### src/rtl/mxd_pkg.sv
package mxd_pkg;
  localparam int WORD_W = 4;

  typedef enum logic [1:0] {
    ST_IDLE = 2'd0,
    ST_ROW  = 2'd1,
    ST_REF  = 2'd2
  } mxd_state_e;

  // number of rows (and columns) for a given address width
  function automatic int unsigned grid_dim(input int unsigned aw);
    return 32'd1 << aw;
  endfunction

  // bit offset of a column word inside a packed row
  function automatic int unsigned col_lsb(input int unsigned col, input int unsigned ww);
    return col * ww;
  endfunction
endpackage

### src/rtl/mxd_ctrl.sv
module mxd_ctrl
  import mxd_pkg::*;
#(
  parameter int ADDR_W = 3
) (
  input  logic              clk,
  input  logic              rst_n,
  input  logic [ADDR_W-1:0] addr,
  input  logic              row_sel,
  input  logic              col_sel,
  input  logic              wr_en,
  input  logic              ref_req,
  output logic              buf_load,
  output logic [ADDR_W-1:0] rd_idx,
  output logic              wb_row_en,
  output logic              wb_ref_en,
  output logic [ADDR_W-1:0] wb_idx,
  output logic              col_wr,
  output logic [ADDR_W-1:0] col_idx,
  output logic              col_active,
  output logic              ras_only_evt,
  output logic              ref_done_evt
);
  mxd_state_e        st_q, st_d;
  logic [ADDR_W-1:0] row_q, col_q, ref_ctr_q;
  logic              col_act_q, had_col_q;
  logic              col_rise;

  // next-state and event decode
  always_comb begin
    st_d = st_q;
    unique case (st_q)
      ST_IDLE: if (row_sel) st_d = ST_ROW; else if (ref_req) st_d = ST_REF;
      ST_ROW:  if (!row_sel) st_d = ST_IDLE;
      ST_REF:  st_d = ST_IDLE;
      default: st_d = ST_IDLE;
    endcase
  end

  assign buf_load     = (st_q == ST_IDLE) && (row_sel || ref_req);
  assign rd_idx       = row_sel ? addr : ref_ctr_q;
  assign wb_row_en    = (st_q == ST_ROW) && !row_sel;
  assign wb_ref_en    = (st_q == ST_REF);
  assign wb_idx       = wb_ref_en ? ref_ctr_q : row_q;
  assign col_rise     = (st_q == ST_ROW) && row_sel && col_sel && !col_act_q;
  assign col_wr       = (st_q == ST_ROW) && row_sel && col_sel && col_act_q && wr_en;
  assign col_idx      = col_q;
  assign col_active   = col_act_q;
  assign ras_only_evt = wb_row_en && !had_col_q;
  assign ref_done_evt = wb_ref_en;

  always_ff @(posedge clk or negedge rst_n) begin
    if (!rst_n) begin
      st_q      <= ST_IDLE;
      row_q     <= '0;
      col_q     <= '0;
      ref_ctr_q <= '0;
      col_act_q <= 1'b0;
      had_col_q <= 1'b0;
    end else begin
      st_q <= st_d;
      if (st_q == ST_IDLE && row_sel) begin
        row_q     <= addr;
        had_col_q <= 1'b0;
      end
      if (st_q == ST_ROW && row_sel) col_act_q <= col_sel;
      else                           col_act_q <= 1'b0;
      if (col_rise) begin
        col_q     <= addr;
        had_col_q <= 1'b1;
      end
      if (wb_ref_en) ref_ctr_q <= ref_ctr_q + 1'b1;
    end
  end

  AST_COL_LATCH: assert property (@(posedge clk) disable iff (!rst_n)
    $rose(col_act_q) |-> (col_q == $past(addr)));
  AST_COL_IGNORED: assert property (@(posedge clk) disable iff (!rst_n)
    (st_q != ST_ROW) |=> !col_act_q);
  AST_REF_ADVANCE: assert property (@(posedge clk) disable iff (!rst_n)
    ref_done_evt |=> (ref_ctr_q == $past(ref_ctr_q) + 1'b1));
  AST_ROW_CLOSE: assert property (@(posedge clk) disable iff (!rst_n)
    wb_row_en |=> (st_q == ST_IDLE && !col_act_q));
  AST_ROW_PRIORITY: assert property (@(posedge clk) disable iff (!rst_n)
    (st_q == ST_IDLE && row_sel && ref_req) |=> (st_q == ST_ROW));
endmodule

### config.mk
export PLATFORM = sky130hd
export DESIGN_NAME = mxd_ctrl
export DESIGN_NICKNAME = d
export VERILOG_FILES = /design/src/rtl/mxd_pkg.sv /design/src/rtl/mxd_ctrl.sv
export SDC_FILE = /design/constraint.sdc
export NUM_CORES = 1
export LEC_CHECK = 0
export BUFFER_PORTS_ARGS = -buffer_cell sky130_fd_sc_hd__buf_2
export CAP_MARGIN = 0
export CORE_MARGIN = 10
export CORE_UTILIZATION = 40
export CTS_CLUSTER_DIAMETER = 30
export DETAILED_ROUTE_END_ITERATION = 8
export HOLD_SLACK_MARGIN = 0.1
export PLACE_DENSITY_LB_ADDON = 0.25
export SKIP_LAST_GASP = 1
export SLEW_MARGIN = 40
export SYNTH_ARGS = -nofsm -noshare
export SYNTH_HDL_FRONTEND = slang
export SYNTH_SLANG_ARGS = --single-unit
### constraint.sdc
create_clock -name clk -period 1.4 [get_ports clk]
set_input_delay 0 -clock clk [delete_from_list [all_inputs] [get_ports clk]]
set_output_delay 0 -clock clk [all_outputs]
set_load 0.05 [all_outputs]
==> impl_metrics.ini <==
[run_status]
run_status = complete, no violations

[route]
wl_mm = 1.563
via_per_inst = 4.889
first_iter_violations = 9
dr.pass1.iters = 4
vias = 528
avgRoutedWirePerCell_um = 14.47
route.detailed.drc = 0
ant_nets = 0

[setup_path]
critical_path_class = flop to flop
crit_path_max_fanout = 4
r2r-end = col_idx[0]
start_kind = flop
cp.arrival_ns = 1.53
reg2reg_slack_ns = 0.04
timing.rr.start = st_q[1]
crit_path_end_kind = flop
critPathRequiredTime_ns = 1.57
reg2regPathDepth = 3

[synth]
ys_ff_latch = 13
synthesis.area_um2 = 619.3
ys_warn_count = 0
syn-instance-count = 54
synth.avg_cell_area_um2 = 11.47
synth_nets = 64
synth.distinct_cells = 19
yosysSeqAreaShare_pct = 52.53

[timing]
rsz0062_at_grt = yes
setup_slack_ns = 0.03883
tightest_slew_ns = 0.3323
setup_viol = 0
period_minus_slack_ns = 1.361
finalCritPeriodShare_pct = 97.23
hold_violations = 0
max-slew-margin-rel_pct = 77.53
fmaxAchievable_ghz = 0.7347
skew_ns = 0.001539
drv_slew = 0

[clocking]
root_buffer = clkbuf_4
cts.clk_slew.worst_paths_ns = 0.08
cts_tree = yes
numClockSinks = 13
clk_latency_ns = 0.28
cts_buffers = 3
max-clock-path-buffers = 2
htree_num_levels = 1

[power]
total_power_mw = 1.395
peakVddDrop_v = 0.0009926
pwr_density_cell_nw_per_um2 = 1455
power.leakage_nw = 0.4809

[finish]
area_growth_pct = 54.75
drive_gt1_share_pct = 59.78
nets = 103
seq_area_um2 = 326.6
fill_cells = 120
multi_input_area_um2 = 319.1
insertedDiodeCount = 0

[global_routing]
grt_max_degree = 14
grt-busiest-layer = met2
grt_use_total_pct = 9.625
grt_pass1_wl_mm = 2.649
grt_use_met2_pct = 17.09
grt.overflow.total = 0
use_met3_pct = 4.292
antenna_found_initial = 0
grtUsageMet1_pct = 9.012
grt_pass1_vias = 595

[placed_design]
hpwlAfterDp_mm = 1.123
port_buffers = 24
pre_cts_slack_ns = 0.005054
place_congestion = 0.7091

[die]
rows = 14
coreArea_um2 = 1489
die_h_um = 59.35
boundaryPins = 25
die_w_um = 59.35
start_util_pct = 41.60
die_area_um2 = 3522

[worst_hold_path]
hp-class = input port to async pin

[flow_run]
cap_violations = 0
## logic make-up (layout without fill, tap and decap cells)
group / count (synthesis) / after routing / share of synthesized area (%)
simple gates: 24 / 24 / 21.82
fa+ha+maj: 1 / 1 / 2.020
flops: 13 / 13 / 52.52
buf+inv: 4 / 42 / 3.232
mux: 9 / 9 / 16.36
xor+xnor: 2 / 2 / 2.829
compound gates: 1 / 1 / 1.213
## repair_timing
action,4_1_cts,5_1_grt
pin swaps,0,1
gates resized for setup,6,12
endpoints found under the setup margin,9,11
hold buffers,7,0
setup buffers,1,2
endpoints found under the hold margin,22,0
## cells in the final DEF, fill, tap and decap left out, drive strengths merged, types with 2 or more instances in the layout
cell         count
buf             29
nand2           13
dlygate4sd3      7
clkbuf           4
dfrtp           13
nor2b            3
mux2             9
xnor2            2
nor3b            2
## worst max path at each step
stage / start / to / slack, ns / cells past startpoint
2_1_floorplan: st_q[1] / ras_only_evt / -0.15 / 2
6_report: st_q[1] / col_idx[0] / 0.04 / 3
3_5_place_dp: st_q[0] / col_idx[1] / 0.005 / 3
5_1_grt: st_q[1] / row_q[0] / -0.03 / 3
3_3_place_gp: st_q[1] / row_q[2] / 0.04 / 3
4_1_cts: st_q[1] / ras_only_evt / -0.007 / 4
## registers in the layout, summed over array words and instances (netlist names)
name / cells
had_col_q: 1
row_q: 3
ref_ctr_q: 3
col_active: 1
st_q: 2
col_idx: 3
## power breakdown
part / switching (mW) / internal [mW]
Combinational: 0.395 / 0.222
Clock: 0.121 / 0.111
Sequential: 0.0819 / 0.465
Total: 0.598 / 0.797
## metal layers
| layer | vias to the layer above | share of wire, % | routed length, µm |
|---|---|---|---|
| li1 | 257 | - | - |
| met1 | 246 | 39 | 608 |
| met2 | 20 | 49 | 760 |
| met3 | 5 | 10 | 164 |
| met4 | 0 | 1.9 | 29 |
| met5 | - | 0 | 0 |
## critical path, stage by stage (launching register included)
cell	delay, ns
dfrtp_1	0.39
and4b_1	0.30
nor2b_4	0.22
mux2_2	0.35
## synth_stat cells
library cell | number | share of area [%]
nor3b_2 | 1 | 2.0
nand2b_1 | 1 | 1.0
and4b_1 | 1 | 1.6
a21o_1 | 1 | 1.2
nor2_1 | 1 | 0.61
inv_1 | 2 | 1.2
dfrtp_1 | 13 | 53
buf_4 | 1 | 1.2
nand2_1 | 13 | 7.9
ha_1 | 1 | 2.0
nor2b_4 | 1 | 2.2
nor4b_1 | 1 | 1.4
nor3b_1 | 1 | 1.2
nor2b_1 | 2 | 2.0
mux2_2 | 9 | 16
xnor2_1 | 2 | 2.8
and3_1 | 1 | 1.0
buf_2 | 1 | 0.81
nor3_1 | 1 | 0.81
## per-stage QoR
step | area [µm²] | setup TNS [ns] | instances | util [%] | hold WS (ns)
floorplan | 649.4 | -0.1518 | 54 | - | -0.2956
finish | 958.4 | 0 | 108 | 64.37 | 0.1288
detailed placement | 792.0 | 0 | 94 | 53.19 | -0.09879
CTS | 912.1 | -0.006645 | 106 | 61.26 | 0.1338
global route | 958.4 | -0.1563 | 108 | 64.37 | 0.1689
global placement | 792.0 | 0 | 94 | 53.19 | -0.09454
## layout make-up
class | count | share of cell area (%)
inverters | 2 | 1.175
repair buffers | 36 | 26.63
flip-flops and latches | 13 | 34.07
clock buffers | 4 | 2.742
well taps | 16 | 2.089
multi-input cells | 37 | 33.29
Note: power is estimated with default switching activity, not from simulation.
